--- src/rtl/lsg_pkg.sv ---
// Shared constants for the line sync generator: register subaddresses,
// field widths and reset values. Assumes an 8-bit subaddress space.
package lsg_pkg;
    localparam int CNT_W      = 11;
    localparam int DLY_W      = 8;
    localparam int STEP_SHIFT = 3;
    localparam int DATA_W     = 16;
    localparam int ADDR_W     = 8;

    localparam logic [7:0] SUB_LINE_LEN = 8'h21;
    localparam logic [7:0] SUB_HC_ON    = 8'h26;
    localparam logic [7:0] SUB_HC_OFF   = 8'h27;
    localparam logic [7:0] SUB_VS_DLY   = 8'h30;

    localparam int RST_LINE_LEN = 1295;
    localparam int RST_HC_ON    = 50;
    localparam int RST_HC_OFF   = 800;
    localparam int RST_VS_DLY   = 0;
endpackage

--- src/rtl/lsg_regs.sv ---
// Configuration register file. Four fields are written on the clock edge
// and read back through a combinational decode. Assumes DATA_W >= CNT_W
// and DATA_W >= DLY_W. Unknown subaddresses read zero and ignore writes.
module lsg_regs
    import lsg_pkg::*;
#(
    parameter int CNT_W  = lsg_pkg::CNT_W,
    parameter int DLY_W  = lsg_pkg::DLY_W,
    parameter int DATA_W = lsg_pkg::DATA_W,
    parameter int ADDR_W = lsg_pkg::ADDR_W
) (
    input  logic              clk,
    input  logic              rst_n,
    input  logic              wr,
    input  logic [ADDR_W-1:0] addr,
    input  logic [DATA_W-1:0] wdata,
    output logic [DATA_W-1:0] rdata,
    output logic [CNT_W-1:0]  line_len,
    output logic [CNT_W-1:0]  hc_on,
    output logic [CNT_W-1:0]  hc_off,
    output logic [DLY_W-1:0]  vs_dly
);
    localparam logic [ADDR_W-1:0] A_LEN = ADDR_W'(SUB_LINE_LEN);
    localparam logic [ADDR_W-1:0] A_ON  = ADDR_W'(SUB_HC_ON);
    localparam logic [ADDR_W-1:0] A_OFF = ADDR_W'(SUB_HC_OFF);
    localparam logic [ADDR_W-1:0] A_DLY = ADDR_W'(SUB_VS_DLY);

    logic unused_wbits;
    assign unused_wbits = &{1'b0, wdata[DATA_W-1:CNT_W]};

    // Register update: reset defaults, or capture the addressed field.
    always_ff @(posedge clk) begin
        if (!rst_n) begin
            line_len <= CNT_W'(RST_LINE_LEN);
            hc_on    <= CNT_W'(RST_HC_ON);
            hc_off   <= CNT_W'(RST_HC_OFF);
            vs_dly   <= DLY_W'(RST_VS_DLY);
        end else if (wr) begin
            case (addr)
                A_LEN:   line_len <= wdata[CNT_W-1:0];
                A_ON:    hc_on    <= wdata[CNT_W-1:0];
                A_OFF:   hc_off   <= wdata[CNT_W-1:0];
                A_DLY:   vs_dly   <= wdata[DLY_W-1:0];
                default: ;
            endcase
        end
    end

    // Read decode: zero-extended field, zero for unknown subaddresses.
    always_comb begin
        rdata = '0;
        case (addr)
            A_LEN:   rdata[CNT_W-1:0] = line_len;
            A_ON:    rdata[CNT_W-1:0] = hc_on;
            A_OFF:   rdata[CNT_W-1:0] = hc_off;
            A_DLY:   rdata[DLY_W-1:0] = vs_dly;
            default: ;
        endcase
    end

    assert_len_capture_R2: assert property (@(posedge clk) disable iff (!rst_n)
        (wr && addr == A_LEN) |=> line_len == $past(wdata[CNT_W-1:0]));

    assert_unknown_write_ignored_R8: assert property (@(posedge clk) disable iff (!rst_n)
        (wr && addr != A_LEN && addr != A_ON && addr != A_OFF && addr != A_DLY)
        |=> ($stable(line_len) && $stable(hc_on) && $stable(hc_off) && $stable(vs_dly)));
endmodule

--- src/rtl/lsg_counter.sv ---
// Free-running sync counter and horizontal window compare. The counter
// runs 0..active_len and wraps; the programmed length is adopted only at
// a wrap. The window is a half-open start/stop compare that may wrap.
module lsg_counter #(
    parameter int CNT_W   = lsg_pkg::CNT_W,
    parameter int LEN_RST = lsg_pkg::RST_LINE_LEN
) (
    input  logic             clk,
    input  logic             rst_n,
    input  logic [CNT_W-1:0] len_cfg,
    input  logic [CNT_W-1:0] hc_on,
    input  logic [CNT_W-1:0] hc_off,
    output logic [CNT_W-1:0] cnt,
    output logic             hc
);
    logic [CNT_W-1:0] active_len;
    logic             at_end;

    assign at_end = (cnt == active_len);

    // Counter step and line-length hand-over at the wrap.
    always_ff @(posedge clk) begin
        if (!rst_n) begin
            cnt        <= '0;
            active_len <= CNT_W'(LEN_RST);
        end else if (at_end) begin
            cnt        <= '0;
            active_len <= len_cfg;
        end else begin
            cnt <= cnt + CNT_W'(1);
        end
    end

    // Window level: plain range, or wrapped range when start exceeds stop.
    always_comb begin
        if (hc_on <= hc_off) hc = (cnt >= hc_on) && (cnt < hc_off);
        else                 hc = (cnt >= hc_on) || (cnt < hc_off);
    end

    assert_cnt_in_range_R1: assert property (@(posedge clk) disable iff (!rst_n)
        cnt <= active_len);

    assert_wrap_to_zero_R1: assert property (@(posedge clk) disable iff (!rst_n)
        at_end |=> cnt == '0);

    assert_step_by_one_R1: assert property (@(posedge clk) disable iff (!rst_n)
        !at_end |=> cnt == $past(cnt) + CNT_W'(1));

    assert_len_held_midline_R3: assert property (@(posedge clk) disable iff (!rst_n)
        !at_end |=> $stable(active_len));
endmodule

--- src/rtl/lsg_edge_delay.sv ---
// One edge channel of the sync delay: a down-counter loaded on a trigger.
// fire pulses for one cycle when the count expires, or at once when the
// load value is zero. Assumes triggers arrive no faster than the delay.
module lsg_edge_delay #(
    parameter int W = 11
) (
    input  logic         clk,
    input  logic         rst_n,
    input  logic         trig,
    input  logic [W-1:0] load_val,
    output logic         fire
);
    logic [W-1:0] remain;

    // Down-counter: load on trigger, otherwise count toward zero.
    always_ff @(posedge clk) begin
        if (!rst_n)              remain <= '0;
        else if (trig)           remain <= load_val;
        else if (remain != '0)   remain <= remain - W'(1);
    end

    // Expiry: immediate for a zero load, else on the last count.
    assign fire = trig ? (load_val == '0) : (remain == W'(1));

    assert_count_down_R6: assert property (@(posedge clk) disable iff (!rst_n)
        (!trig && remain != '0) |=> remain == $past(remain) - W'(1));
endmodule

--- src/rtl/lsg_vsdelay.sv ---
// Vertical sync delay. Detects both edges of vs_in and sends each through
// its own down-counter channel loaded with D*2^STEP_SHIFT, so the output
// pulse keeps the input width. Assumes like edges are spaced beyond the delay.
module lsg_vsdelay #(
    parameter int DLY_W      = lsg_pkg::DLY_W,
    parameter int STEP_SHIFT = lsg_pkg::STEP_SHIFT
) (
    input  logic             clk,
    input  logic             rst_n,
    input  logic             vs_in,
    input  logic [DLY_W-1:0] vs_dly,
    output logic             vs_out
);
    localparam int LW = DLY_W + STEP_SHIFT;

    logic          vs_prev;
    logic [1:0]    trig;
    logic [1:0]    fire;
    logic [LW-1:0] load_val;

    assign load_val = {vs_dly, {STEP_SHIFT{1'b0}}};
    assign trig     = {~vs_in & vs_prev, vs_in & ~vs_prev};

    // Input history for edge detection.
    always_ff @(posedge clk) begin
        if (!rst_n) vs_prev <= 1'b0;
        else        vs_prev <= vs_in;
    end

    // Channel 0 delays the rising edge, channel 1 the falling edge.
    for (genvar g = 0; g < 2; g++) begin : g_edge
        lsg_edge_delay #(.W(LW)) u_chan (
            .clk      (clk),
            .rst_n    (rst_n),
            .trig     (trig[g]),
            .load_val (load_val),
            .fire     (fire[g])
        );
    end

    // Output level: set by the rise channel, cleared by the fall channel.
    always_ff @(posedge clk) begin
        if (!rst_n)       vs_out <= 1'b0;
        else if (fire[1]) vs_out <= 1'b0;
        else if (fire[0]) vs_out <= 1'b1;
    end

    assert_rise_sets_out_R6: assert property (@(posedge clk) disable iff (!rst_n)
        (fire[0] && !fire[1]) |=> vs_out);

    assert_fall_clears_out_R7: assert property (@(posedge clk) disable iff (!rst_n)
        fire[1] |=> !vs_out);

    assert_idle_holds_out_R7: assert property (@(posedge clk) disable iff (!rst_n)
        (fire == 2'b00) |=> $stable(vs_out));
endmodule

--- src/rtl/lsg_line_sync.sv ---
// Top of the line sync generator: register file, sync counter with the
// horizontal window, and vertical sync delay. Single clock, synchronous
// active-low reset; the read port is combinational on cfg_addr.
module lsg_line_sync #(
    parameter int CNT_W      = lsg_pkg::CNT_W,
    parameter int DLY_W      = lsg_pkg::DLY_W,
    parameter int STEP_SHIFT = lsg_pkg::STEP_SHIFT,
    parameter int DATA_W     = lsg_pkg::DATA_W,
    parameter int ADDR_W     = lsg_pkg::ADDR_W
) (
    input  logic              clk,
    input  logic              rst_n,
    input  logic              cfg_wr,
    input  logic [ADDR_W-1:0] cfg_addr,
    input  logic [DATA_W-1:0] cfg_wdata,
    output logic [DATA_W-1:0] cfg_rdata,
    input  logic              vs_in,
    output logic [CNT_W-1:0]  sync_cnt,
    output logic              hc_out,
    output logic              vs_out
);
    logic [CNT_W-1:0] line_len;
    logic [CNT_W-1:0] hc_on;
    logic [CNT_W-1:0] hc_off;
    logic [DLY_W-1:0] vs_dly;

    lsg_regs #(.CNT_W(CNT_W), .DLY_W(DLY_W), .DATA_W(DATA_W), .ADDR_W(ADDR_W)) u_regs (
        .clk      (clk),
        .rst_n    (rst_n),
        .wr       (cfg_wr),
        .addr     (cfg_addr),
        .wdata    (cfg_wdata),
        .rdata    (cfg_rdata),
        .line_len (line_len),
        .hc_on    (hc_on),
        .hc_off   (hc_off),
        .vs_dly   (vs_dly)
    );

    lsg_counter #(.CNT_W(CNT_W)) u_counter (
        .clk     (clk),
        .rst_n   (rst_n),
        .len_cfg (line_len),
        .hc_on   (hc_on),
        .hc_off  (hc_off),
        .cnt     (sync_cnt),
        .hc      (hc_out)
    );

    lsg_vsdelay #(.DLY_W(DLY_W), .STEP_SHIFT(STEP_SHIFT)) u_vsdelay (
        .clk    (clk),
        .rst_n  (rst_n),
        .vs_in  (vs_in),
        .vs_dly (vs_dly),
        .vs_out (vs_out)
    );
endmodule

--- config.mk ---
export PLATFORM = sky130hd
export DESIGN_NAME = lsg_line_sync
export DESIGN_NICKNAME = d
export VERILOG_FILES = /design/src/rtl/lsg_pkg.sv /design/src/rtl/lsg_regs.sv /design/src/rtl/lsg_counter.sv /design/src/rtl/lsg_edge_delay.sv /design/src/rtl/lsg_vsdelay.sv /design/src/rtl/lsg_line_sync.sv
export SDC_FILE = /design/constraint.sdc
export NUM_CORES = 1
export LEC_CHECK = 0
export ABC_AREA = 1
export CORE_ASPECT_RATIO = 0.6
export CORE_MARGIN = 10
export CORE_UTILIZATION = 30
export DETAILED_ROUTE_END_ITERATION = 8
export DONT_BUFFER_PORTS = 1
export SLEW_MARGIN = 10
export SYNTH_ARGS = -nofsm -noshare
export SYNTH_HDL_FRONTEND = slang
export SYNTH_SLANG_ARGS = --single-unit
--- constraint.sdc ---
create_clock -name clk -period 3.9 [get_ports clk]
set_clock_uncertainty 0.2 [all_clocks]
set_input_delay 1.17 -clock clk [delete_from_list [all_inputs] [get_ports clk]]
set_output_delay 1.17 -clock clk [all_outputs]
set_load 0.01 [all_outputs]
==> metrics, run 1 <==
outcome=completed; library cell occupying the most area in the post-synthesis netlist=sky130_fd_sc_hd__dfxtp_1; number of placement rows=36; Post-CTS Setup Inserts=0; post-synthesis instance area=5140 sq um; portion of the post-synthesis area used by sequential elements=0.339; commonest cells in the netlist=sky130_fd_sc_hd__nand2_1 (204), sky130_fd_sc_hd__inv_1 (103), sky130_fd_sc_hd__dfxtp_1 (87); fin nets=828; CTS sink count=87; Worst slew margin=0.521; Power Internal=1.77 mW; peak supply drop=0.000173 V; count of H-tree levels built during CTS=3; sum of routed wire length over all layers=14600 um; switching part of the total=0.342; leading cell types by total area after synthesis=sky130_fd_sc_hd__dfxtp_1 (34%), sky130_fd_sc_hd__nand2_1 (15%), sky130_fd_sc_hd__ha_1 (9.5%); overall power of the completed layout=2.69 mW; initial DRC count=442; highest clock frequency the design can meet=0.282 GHz; antenna violations before repair=0; max-slew violation total from the final report=0; TNS Setup=0 ns; main flop type after synthesis=sky130_fd_sc_hd__dfxtp_1; area occupied by multi-input gates=2870 sq um; Critical path buffers and inverters=1; post-route cell area=5640 sq um; combined flip-flop and latch cell area=1740 sq um; maximum buffer depth of the clock tree=2; remaining global-route overflow=0; Std-Cell Core Area=16500 sq um; Slowest-stage cell, CP=sky130_fd_sc_hd__dfxtp_1; drc violations=0; capturing element type of the critical path=output pin; MaxCap Viol Count=0; Worst Setup Start Kind=flip-flop; Crit path max-delay family=flip-flops; post-synthesis register bit count=87; CTS tree=built; actual slew at the worst max-slew pin=0.718 ns; Area Overhead vs Synth=9.81%; synthesized area divided by synthesized cell count=6.75 sq um; slowest stage delay, CP=0.73 ns; sequential fraction of design power=0.394; routed vias=4652; maximum fanout along the worst path=8; Worst R2R Path Depth=6; fin crit share=0.908; logic gate share of total power=0.277; post-synthesis async set-or-reset flop share=0; Die ar.=22900 sq um; number of gates resized after cts=0; number of filler cells placed in the layout=1808; clock insertion delay at the later pin of the skew report=0.35 ns; setup repair after global routing missed its margin=no; number of buffers inserted by hold repair at cts=0; most instantiated library cell after synthesis=sky130_fd_sc_hd__nand2_1; clock buffers created by TritonCTS=9; number of iterations in the first detailed-routing pass=4; wire length of the first global-routing pass=24000 um; fin util=0.341; stages on the worst setup path=8; Hold Path Stages=2; clock period minus final worst setup slack=3.54 ns; fraction of final layout cells with drive strength greater than 1=0.0431; total cell area at the placement stage=5340 sq um; die width=189 um; RePlAce Congestion=0.842; number of enable flip-flop cells after synthesis=0; number of I/O pins=57; initial cell density of the core=0.311; total routing resource utilization after global routing=0.131; final hold violations=0; root buffer cell=sky130_fd_sc_hd__clkbuf_16; Min Hold Slack=0.287 ns; post-synthesis instance total=762; start-to-end type of the worst setup path=reg -> out; Ys Warns=0; data arrival time of the critical path=2.17 ns; fraction of synthesized cell area taken by the top area cell type=0.339; Yosys cell types=36; required time of the critical path=2.53 ns; clock-pin transition on the worst setup and hold timing paths=0.07 ns; routed vias/inst=4.68; setup-violating endpoint count in the final report=0; portion of total power attributed to the clock network=0.329; DPL Wire Length=11500 um; power density relative to cell area=477 nW/um^2; routed wirelength normalized by instance count=14.6 um; number of global-route vias before repair=4429; post-route ant nets=0; diode count=0; Cell Chain, Critical Path=ha_1 -> a21oi_1 -> nand2_1 -> nand3_1 -> nand3_1 -> inv_1 -> o21ai_0 -> nand2_1; overall die height=121 um; largest net degree at the start of global routing=46; count of input and output buffers=0; P_leak=2.55 nW; P_sw=0.920 mW; class of the worst hold path=reg -> reg
[registers in the layout, summed over array words and instances (netlist names)]
name	flops
u_regs.hc_on	11
u_counter.active_len	11
u_vsdelay.g_edge.u_chan.remain	22
u_vsdelay.vs_out	1
u_regs.line_len	11
u_vsdelay.vs_prev	1
u_regs.vs_dly	8
u_counter.cnt	11
u_regs.hc_off	11
[placed cells by master (no fill, tap or decap), types with 9 or more instances in the layout]
master,count
sky130_fd_sc_hd__a21oi_1,49
sky130_fd_sc_hd__clkbuf_16,9
sky130_fd_sc_hd__dfxtp_1,87
sky130_fd_sc_hd__ha_1,39
sky130_fd_sc_hd__inv_1,103
sky130_fd_sc_hd__nand2_1,204
sky130_fd_sc_hd__nand3_1,57
sky130_fd_sc_hd__nand4_1,17
sky130_fd_sc_hd__nor2_1,86
sky130_fd_sc_hd__nor3_1,11
sky130_fd_sc_hd__o21ai_0,35
sky130_fd_sc_hd__xnor2_1,11
sky130_fd_sc_hd__xor2_1,15
[routing by layer]
metal | GRT usage | share of wire | vias up
met2 | 0.177 | 0.37 | 117
met3 | 0.0433 | 0.084 | 10
li1 | - | - | 2423
met4 | 0.0291 | 0.0090 | 0
met1 | 0.191 | 0.53 | 2102
met5 | 0 | 0 | -
[area by class of cell]
class	instances	area share
timing repair buffer	5	0.00665
clock inverter	7	0.0140
tap	228	0.0505
multi-input combinational	551	0.509
sequential	87	0.309
clock buffer	9	0.0399
inverter	107	0.0712
[worst register-to-register path, cell delays in order, from the launching register on]
cell	delay (ns)
sky130_fd_sc_hd__dfxtp_1	0.73
sky130_fd_sc_hd__xnor2_1	0.19
sky130_fd_sc_hd__nand2_1	0.08
sky130_fd_sc_hd__nor2_2	0.57
sky130_fd_sc_hd__nand2_4	0.16
sky130_fd_sc_hd__nand2_2	0.22
sky130_fd_sc_hd__nor2_1	0.06
[power by group through the flow]
| stage | Clock, mW | Sequential, mW | Combinational, mW |
|---|---|---|---|
| after detailed placement | 0 | 1.08 | 0.732 |
| final | 0.886 | 1.06 | 0.744 |
| after global placement | 0 | 1.08 | 0.722 |
| after floorplan | 0 | 1.06 | 0.618 |
| after CTS | 0.904 | 1.06 | 0.738 |
| after global routing | 0.943 | 1.07 | 0.871 |
[metrics by stage]
stage / worst slack (ns) / cells
6_report: 0.359 / 994
5_1_grt: 0.184 / 994
4_1_cts: 0.351 / 994
3_5_place_dp: 0.358 / 978
3_3_place_gp: 0.373 / 978
2_1_floorplan: 0.474 / 766
[worst paths after layout]
check	start	end	slack, ns
setup / recovery	u_counter.cnt[2]$_SDFF_PP0_	hc_out	0.36
hold / removal	u_counter.active_len[0]$_SDFFE_PN1P_	u_counter.active_len[0]$_SDFFE_PN1P_	0.29
setup reg to reg	u_counter.cnt[2]$_SDFF_PP0_	u_counter.cnt[0]$_SDFF_PP0_	1.57
hold reg to reg	u_counter.active_len[0]$_SDFFE_PN1P_	u_counter.active_len[0]$_SDFFE_PN1P_	0.29
[cells by family (layout without fill, tap and decap cells)]
logic type,Yosys count,count (layout),share of synthesized area
adder cells (fa/ha/maj),39,39,0.0949
XOR/XNOR,26,26,0.0443
flip-flops,87,87,0.339
AO/OA/AOI/OAI,93,93,0.0957
buffers and inverters,128,128,0.105
AND/OR/NAND/NOR,388,388,0.321
other,1,5,0.000730
(Power assumes the default switching activity.)
==> run 2: changes to the inputs <==
--- a/config.mk
+++ b/config.mk
@@ -5,7 +5,7 @@
 export SDC_FILE = /design/constraint.sdc
 export NUM_CORES = 1
 export LEC_CHECK = 0
-export ABC_AREA = 1
+export ABC_AREA = 0
 export CORE_ASPECT_RATIO = 0.6
 export CORE_MARGIN = 10
 export CORE_UTILIZATION = 30
==> constraint.sdc (replaced) <==
create_clock -name clk -period 3.9 [get_ports clk]
set_clock_uncertainty 0.2 [all_clocks]
set_input_delay 0.39 -clock clk [delete_from_list [all_inputs] [get_ports clk]]
set_output_delay 0.39 -clock clk [all_outputs]
set_load 0.01 [all_outputs]
==> run 2 against run 1 <==
- critical path depth decreased by 2
- global-route usage decreased by 0.29 points
- largest power group unchanged
- area after synthesis decreased by 6.3%
- via count decreased by 8.8%
- synthesized cell count decreased by 23%
- clock power increased by 5.9%
- sequential power increased by 6%
- register-to-register slack got worse by 0.06 ns
==> metrics, run 2 <==
maximum fanout along the worst path=8; data arrival time of the critical path=2.64 ns; Area Overhead vs Synth=13.0%; overall die height=118 um; most frequent standard cell in the layout excluding fill and tap cells=sky130_fd_sc_hd__nand2_1; maximum buffer depth of the clock tree=2; final hold violations=0; power density relative to cell area=555 nW/um^2; number of flip-flops in the largest register=22; number of enable flip-flop cells after synthesis=0; diode count=0; die width=184 um; highest routing layer actually used=met5; fraction of synthesized cell area taken by the top area cell type=0.362; Std-Cell Core Area=15500 sq um; number of I/O pins=57; Yosys cell types=47; max-slew violation total from the final report=0; clock period minus final worst setup slack=3.23 ns; fin crit share=0.829; initial cell density of the core=0.310; routed wirelength normalized by instance count=17.9 um; remaining global-route overflow=0; Critical path buffers and inverters=0; fraction of final layout cells with drive strength greater than 1=0.0556; drc violations=0; peak supply drop=0.000219 V; Metal-1 WL=7060 um; antenna violations before repair=1; clock-pin transition on the worst setup and hold timing paths=0.06 ns; commonest cells after routing, fill and taps aside=sky130_fd_sc_hd__nand2_1 (93), sky130_fd_sc_hd__dfxtp_1 (87), sky130_fd_sc_hd__nand3_1 (60), sky130_fd_sc_hd__a21oi_1 (48), sky130_fd_sc_hd__ha_1 (39); total cell area at the placement stage=4980 sq um; routed vias/inst=5.32; initial DRC count=393; main flop type after synthesis=sky130_fd_sc_hd__dfxtp_1; sum of routed wire length over all layers=14300 um; routed vias=4244; wire length of the first global-routing pass=22200 um; RePlAce Congestion=0.861; required time of the critical path=3.31 ns; count of input and output buffers=0; clock insertion delay at the later pin of the skew report=0.34 ns; post-synthesis async set-or-reset flop share=0; MaxCap Viol Count=0; fin util=0.350; root buffer cell=sky130_fd_sc_hd__clkbuf_16; post-route ant nets=0; capturing element type of the critical path=output pin; post-synthesis instance area=4820 sq um; setup-violating endpoint count in the final report=0; synthesized area divided by synthesized cell count=8.22 sq um; number of iterations in the first detailed-routing pass=5; slowest stage delay, CP=0.61 ns; met3 WL post-DR=1090 um; actual slew at the worst max-slew pin=0.987 ns; class of the worst hold path=in -> reg; fin nets=656; Biggest register=u_vsdelay.g_edge.u_chan.remain; P_leak=2.29 nW; count of H-tree levels built during CTS=3; highest clock frequency the design can meet=0.309 GHz; DPL Wire Length=10700 um; commonest cells in the netlist=sky130_fd_sc_hd__nand2_1 (93), sky130_fd_sc_hd__dfxtp_1 (87), sky130_fd_sc_hd__nand3_1 (60); clock buffers created by TritonCTS=9; met2 WL post-DR=5850 um; Crit path max-delay family=compound AO/OA/AOI/OAI gates; number of global-route vias before repair=3990; Worst slew margin=0.340; most instantiated library cell after synthesis=sky130_fd_sc_hd__nand2_1; setup repair after global routing missed its margin=no; outcome=completed; number of gates resized after cts=0; portion of the post-synthesis area used by sequential elements=0.362; start-to-end type of the worst setup path=reg -> out; post-synthesis register bit count=87; Die ar.=21700 sq um; CTS sink count=87; Worst Setup Start Kind=flip-flop; Cell Chain, Critical Path=ha_1 -> a21oi_1 -> o21ai_0 -> a221oi_1 -> o21ai_0 -> maj3_1; largest net degree at the start of global routing=39; library cell occupying the most area in the post-synthesis netlist=sky130_fd_sc_hd__dfxtp_1; CTS tree=built; Ys Warns=0; cell repeated most along the worst path=sky130_fd_sc_hd__o21ai_0; total routing resource utilization after global routing=0.128; post-synthesis instance total=586; TNS Setup=0 ns; post-route cell area=5440 sq um; number of placement rows=35; Slowest-stage cell, CP=sky130_fd_sc_hd__dfxtp_1; leading cell types by total area after synthesis=sky130_fd_sc_hd__dfxtp_1 (36%), sky130_fd_sc_hd__ha_1 (10%), sky130_fd_sc_hd__nand2_1 (7.2%)
-- run 2: cell types whose count changed in the layout (fill, tap and decap cells not counted), moves of 11 or more --
cell                            previous run  this run
sky130_fd_sc_hd__o21ai_0                  35         6
sky130_fd_sc_hd__nor2_1                   86        37
sky130_fd_sc_hd__nand4_1                  17         4
sky130_fd_sc_hd__nand2_1                 204        93
sky130_fd_sc_hd__dlygate4sd3_1             0        14
sky130_fd_sc_hd__inv_1                   103        34
sky130_fd_sc_hd__mux2i_1                   0        11
sky130_fd_sc_hd__a22oi_1                   0        21
-- run 2: cells by family after synthesis --
| group | synth area share |
|---|---|
| buf+inv | 0.0579 |
| xor+xnor | 0.0655 |
| other cells | 0.000779 |
| simple gates | 0.256 |
| mux | 0.0229 |
| compound gates | 0.132 |
| flops | 0.362 |
| fa+ha+maj | 0.103 |
-- run 2: stage by stage --
step                total power, mW  hold WS, ns  instances  setup WS, ns
finish                         3.02      0.00987        797         0.669
global route                   3.19       0.0165        797         0.567
CTS                            3.02     0.000534        796         0.721
detailed placement             2.06        0.270        767          1.10
global placement               2.01        0.261        767          1.11
floorplan                      1.90        0.248        590          1.50
-- run 2: final timing paths --
path	end	depth (start not counted)	from	slack [ns]
max	hc_out	6	u_counter.cnt[2]$_SDFF_PP0_	0.67
min	u_regs.vs_dly[1]$_SDFFE_PN0P_	2	cfg_wdata[1]	0.01
max reg2reg	u_counter.active_len[3]$_SDFFE_PN1P_	6	u_counter.cnt[3]$_SDFF_PP0_	1.51
min reg2reg	u_regs.hc_off[4]$_SDFFE_PN0P_	2	u_regs.hc_off[4]$_SDFFE_PN0P_	0.28
-- run 2: power by group --
group	internal (mW)	leakage [nW]	switching (mW)
combinational	0.427	1.42	0.532
sequential	0.999	0.706	0.124
clock	0.579	0.156	0.359
total	2.01	2.29	1.02
-- run 2: what timing repair did --
item                                    4_1_cts  5_1_grt
endpoints found under the hold margin        49        1
buffers inserted                              0        0
hold buffers                                 13        1
endpoints found under the setup margin        0        0
-- run 2: area by class of cell --
| type | count | area, sq um |
|---|---|---|
| well taps | 203 | 254 |
| flip-flops and latches | 87 | 1740 |
| multi-input cells | 437 | 2810 |
| fillers | 1583 | 10100 |
| clock buffers | 11 | 243 |
| repair buffers | 20 | 185 |
| clock inverters | 5 | 81.3 |
| inverters | 34 | 128 |
-- run 2: per-layer routing --
layer | GRT usage | up-vias
li1 | - | 2034
met1 | 0.182 | 2015
met2 | 0.178 | 164
met3 | 0.0392 | 29
met4 | 0.0372 | 2
met5 | 0 | -
==> run 3: changes to the inputs <==
--- a/config.mk
+++ b/config.mk
@@ -5,7 +5,7 @@
 export SDC_FILE = /design/constraint.sdc
 export NUM_CORES = 1
 export LEC_CHECK = 0
-export ABC_AREA = 0
+export ABC_AREA = 1
 export CORE_ASPECT_RATIO = 0.6
 export CORE_MARGIN = 10
 export CORE_UTILIZATION = 30
==> constraint.sdc (replaced) <==
create_clock -name clk -period 3 [get_ports clk]
set_clock_uncertainty 0.2 [all_clocks]
set_input_delay 0.3 -clock clk [delete_from_list [all_inputs] [get_ports clk]]
set_output_delay 0.3 -clock clk [all_outputs]
set_load 0.01 [all_outputs]
==> run 3 against run 2 <==
- non-clock buffer count down 3
- global-route usage up 0.49 points
- highest routed layer is now met4
- die area up 5.8%
- largest power group unchanged
- critical endpoint unchanged
- sequential power up 23%
- critical path type unchanged
- count of clock-buffer cells in the layout down 2
- utilization about the same
- cell area up 6.2%
- critical path depth up 2
- power up 17%
- register-to-register slack worse by 0.80 ns
- sequential cell count unchanged
==> metrics, run 3 (same netlist as run 1, synthesis figures left out) <==
drc violations=0; Min Hold Slack=0.0314 ns; TNS Setup=0 ns; post-route ant nets=0; Area Overhead vs Synth=12.4%; fraction of final layout cells with drive strength greater than 1=0.0424; clock period minus final worst setup slack=2.56 ns; capturing element type of the critical path=output pin; number of filler cells placed in the layout=1838; power density relative to cell area=611 nW/um^2; Setup Slack @ Placement=0.750 ns; clock buffers created by TritonCTS=9; setup repair after global routing missed its margin=no; MaxCap Viol Count=0; number of placement rows=36; setup-violating endpoint count in the final report=0; routed wirelength normalized by instance count=14.9 um; total routing resource utilization after global routing=0.132; actual slew at the worst max-slew pin=0.664 ns; commonest cells after routing, fill and taps aside=sky130_fd_sc_hd__nand2_1 (204), sky130_fd_sc_hd__inv_1 (103), sky130_fd_sc_hd__dfxtp_1 (87), sky130_fd_sc_hd__nor2_1 (86), sky130_fd_sc_hd__nand3_1 (57); Worst slew margin=0.556; routed vias=4747; number of flip-flops in the largest register=22; Std-Cell Core Area=16500 sq um; Biggest register=u_vsdelay.g_edge.u_chan.remain; RePlAce Congestion=0.840; Die ar.=22900 sq um; routed vias/inst=4.72; max-slew violation total from the final report=0; diode count=0; remaining global-route overflow=0; fin nets=840; count of input and output buffers=0; maximum buffer depth of the clock tree=2; start-to-end type of the worst setup path=reg -> out; number of global-route vias before repair=4322; final hold violations=0; number of I/O pins=57; clock insertion delay at the later pin of the skew report=0.35 ns; die width=189 um; fin crit share=0.855; Worst Setup Start Kind=flip-flop; clock-pin transition on the worst setup and hold timing paths=0.07 ns; P_leak=2.61 nW; crit path setup slack, layout=0.436 ns; number of gates resized after cts=0; most frequent standard cell in the layout excluding fill and tap cells=sky130_fd_sc_hd__nand2_1; CTS sink count=87; number of iterations in the first detailed-routing pass=5; required time of the critical path=2.50 ns; count of H-tree levels built during CTS=3; maximum fanout along the worst path=8; sum of routed wire length over all layers=15000 um; data arrival time of the critical path=2.06 ns; highest clock frequency the design can meet=0.390 GHz; outcome=completed; root buffer cell=sky130_fd_sc_hd__clkbuf_16; antenna violations before repair=0; peak supply drop=0.000260 V; CTS tree=built; class of the worst hold path=in -> reg; overall die height=121 um; initial cell density of the core=0.311; largest net degree at the start of global routing=43; overall power of the completed layout=3.53 mW; DPL Wire Length=11800 um; initial DRC count=437; wire length of the first global-routing pass=24200 um
## run 3: cell count changes in the layout (fill, tap and decap cells not counted), moves of 6 or more
cell / before / now
sky130_fd_sc_hd__nor2_1: 37 / 86
sky130_fd_sc_hd__o21ai_0: 6 / 35
sky130_fd_sc_hd__a22oi_1: 21 / 0
sky130_fd_sc_hd__nand2_1: 93 / 204
sky130_fd_sc_hd__inv_1: 34 / 103
sky130_fd_sc_hd__nor3_1: 5 / 11
sky130_fd_sc_hd__mux2i_1: 11 / 0
sky130_fd_sc_hd__nor4_1: 7 / 0
sky130_fd_sc_hd__nand4_1: 4 / 17
## run 3: per-layer routing
layer,vias to the layer above,global-route usage,share of wire
met1,2145,0.200,0.53
met4,0,0.0326,0.0077
met5,-,0,0
met2,140,0.166,0.37
li1,2453,-,-
met3,9,0.0494,0.094
## run 3: cell type report
class	count	area, sq um	area share
clock buffers	9	225	0.0390
clock inverters	7	81.3	0.0141
inverters	107	402	0.0695
multi-input cells	551	2870	0.497
flip-flops and latches	87	1740	0.301
well taps	228	285	0.0494
repair buffers	17	170	0.0294
## run 3: path summary, 6_finish.rpt
path                                             start                                    to  slack (ns)  cells after the start
hold reg to reg   u_counter.active_len[2]$_SDFFE_PN1P_  u_counter.active_len[2]$_SDFFE_PN1P_        0.28                      2
setup reg to reg           u_counter.cnt[5]$_SDFF_PP0_           u_counter.cnt[8]$_SDFF_PP0_        0.71                      9
hold / removal                                   rst_n  u_counter.active_len[2]$_SDFFE_PN1P_        0.03                      2
setup / recovery           u_counter.cnt[2]$_SDFF_PP0_                                hc_out        0.44                      8
## run 3: worst max-delay path: stages (launching register included)
cell,delay [ns]
sky130_fd_sc_hd__dfxtp_1,0.68
sky130_fd_sc_hd__ha_1,0.34
sky130_fd_sc_hd__a21oi_1,0.15
sky130_fd_sc_hd__nand2_1,0.09
sky130_fd_sc_hd__nand3_1,0.07
sky130_fd_sc_hd__nand3_1,0.11
sky130_fd_sc_hd__inv_1,0.07
sky130_fd_sc_hd__o21ai_0,0.07
sky130_fd_sc_hd__nand2_1,0.12
## run 3: repair_timing
item	4_1_cts	5_1_grt
hold buffers	13	0
endpoints found under the hold margin	59	0
buffers inserted	0	0
## run 3: stage by stage
stage,utilization,cell area (sq um),instances
2_1_floorplan,-,5150,766
3_3_place_gp,0.323,5330,977
3_5_place_dp,0.323,5330,977
4_1_cts,0.350,5780,1006
5_1_grt,0.350,5780,1006
6_report,0.350,5780,1006
## run 3: power breakdown
part	internal (mW)	switching [mW]
clock	0.656	0.506
combinational	0.383	0.608
sequential	1.28	0.102
total	2.31	1.22
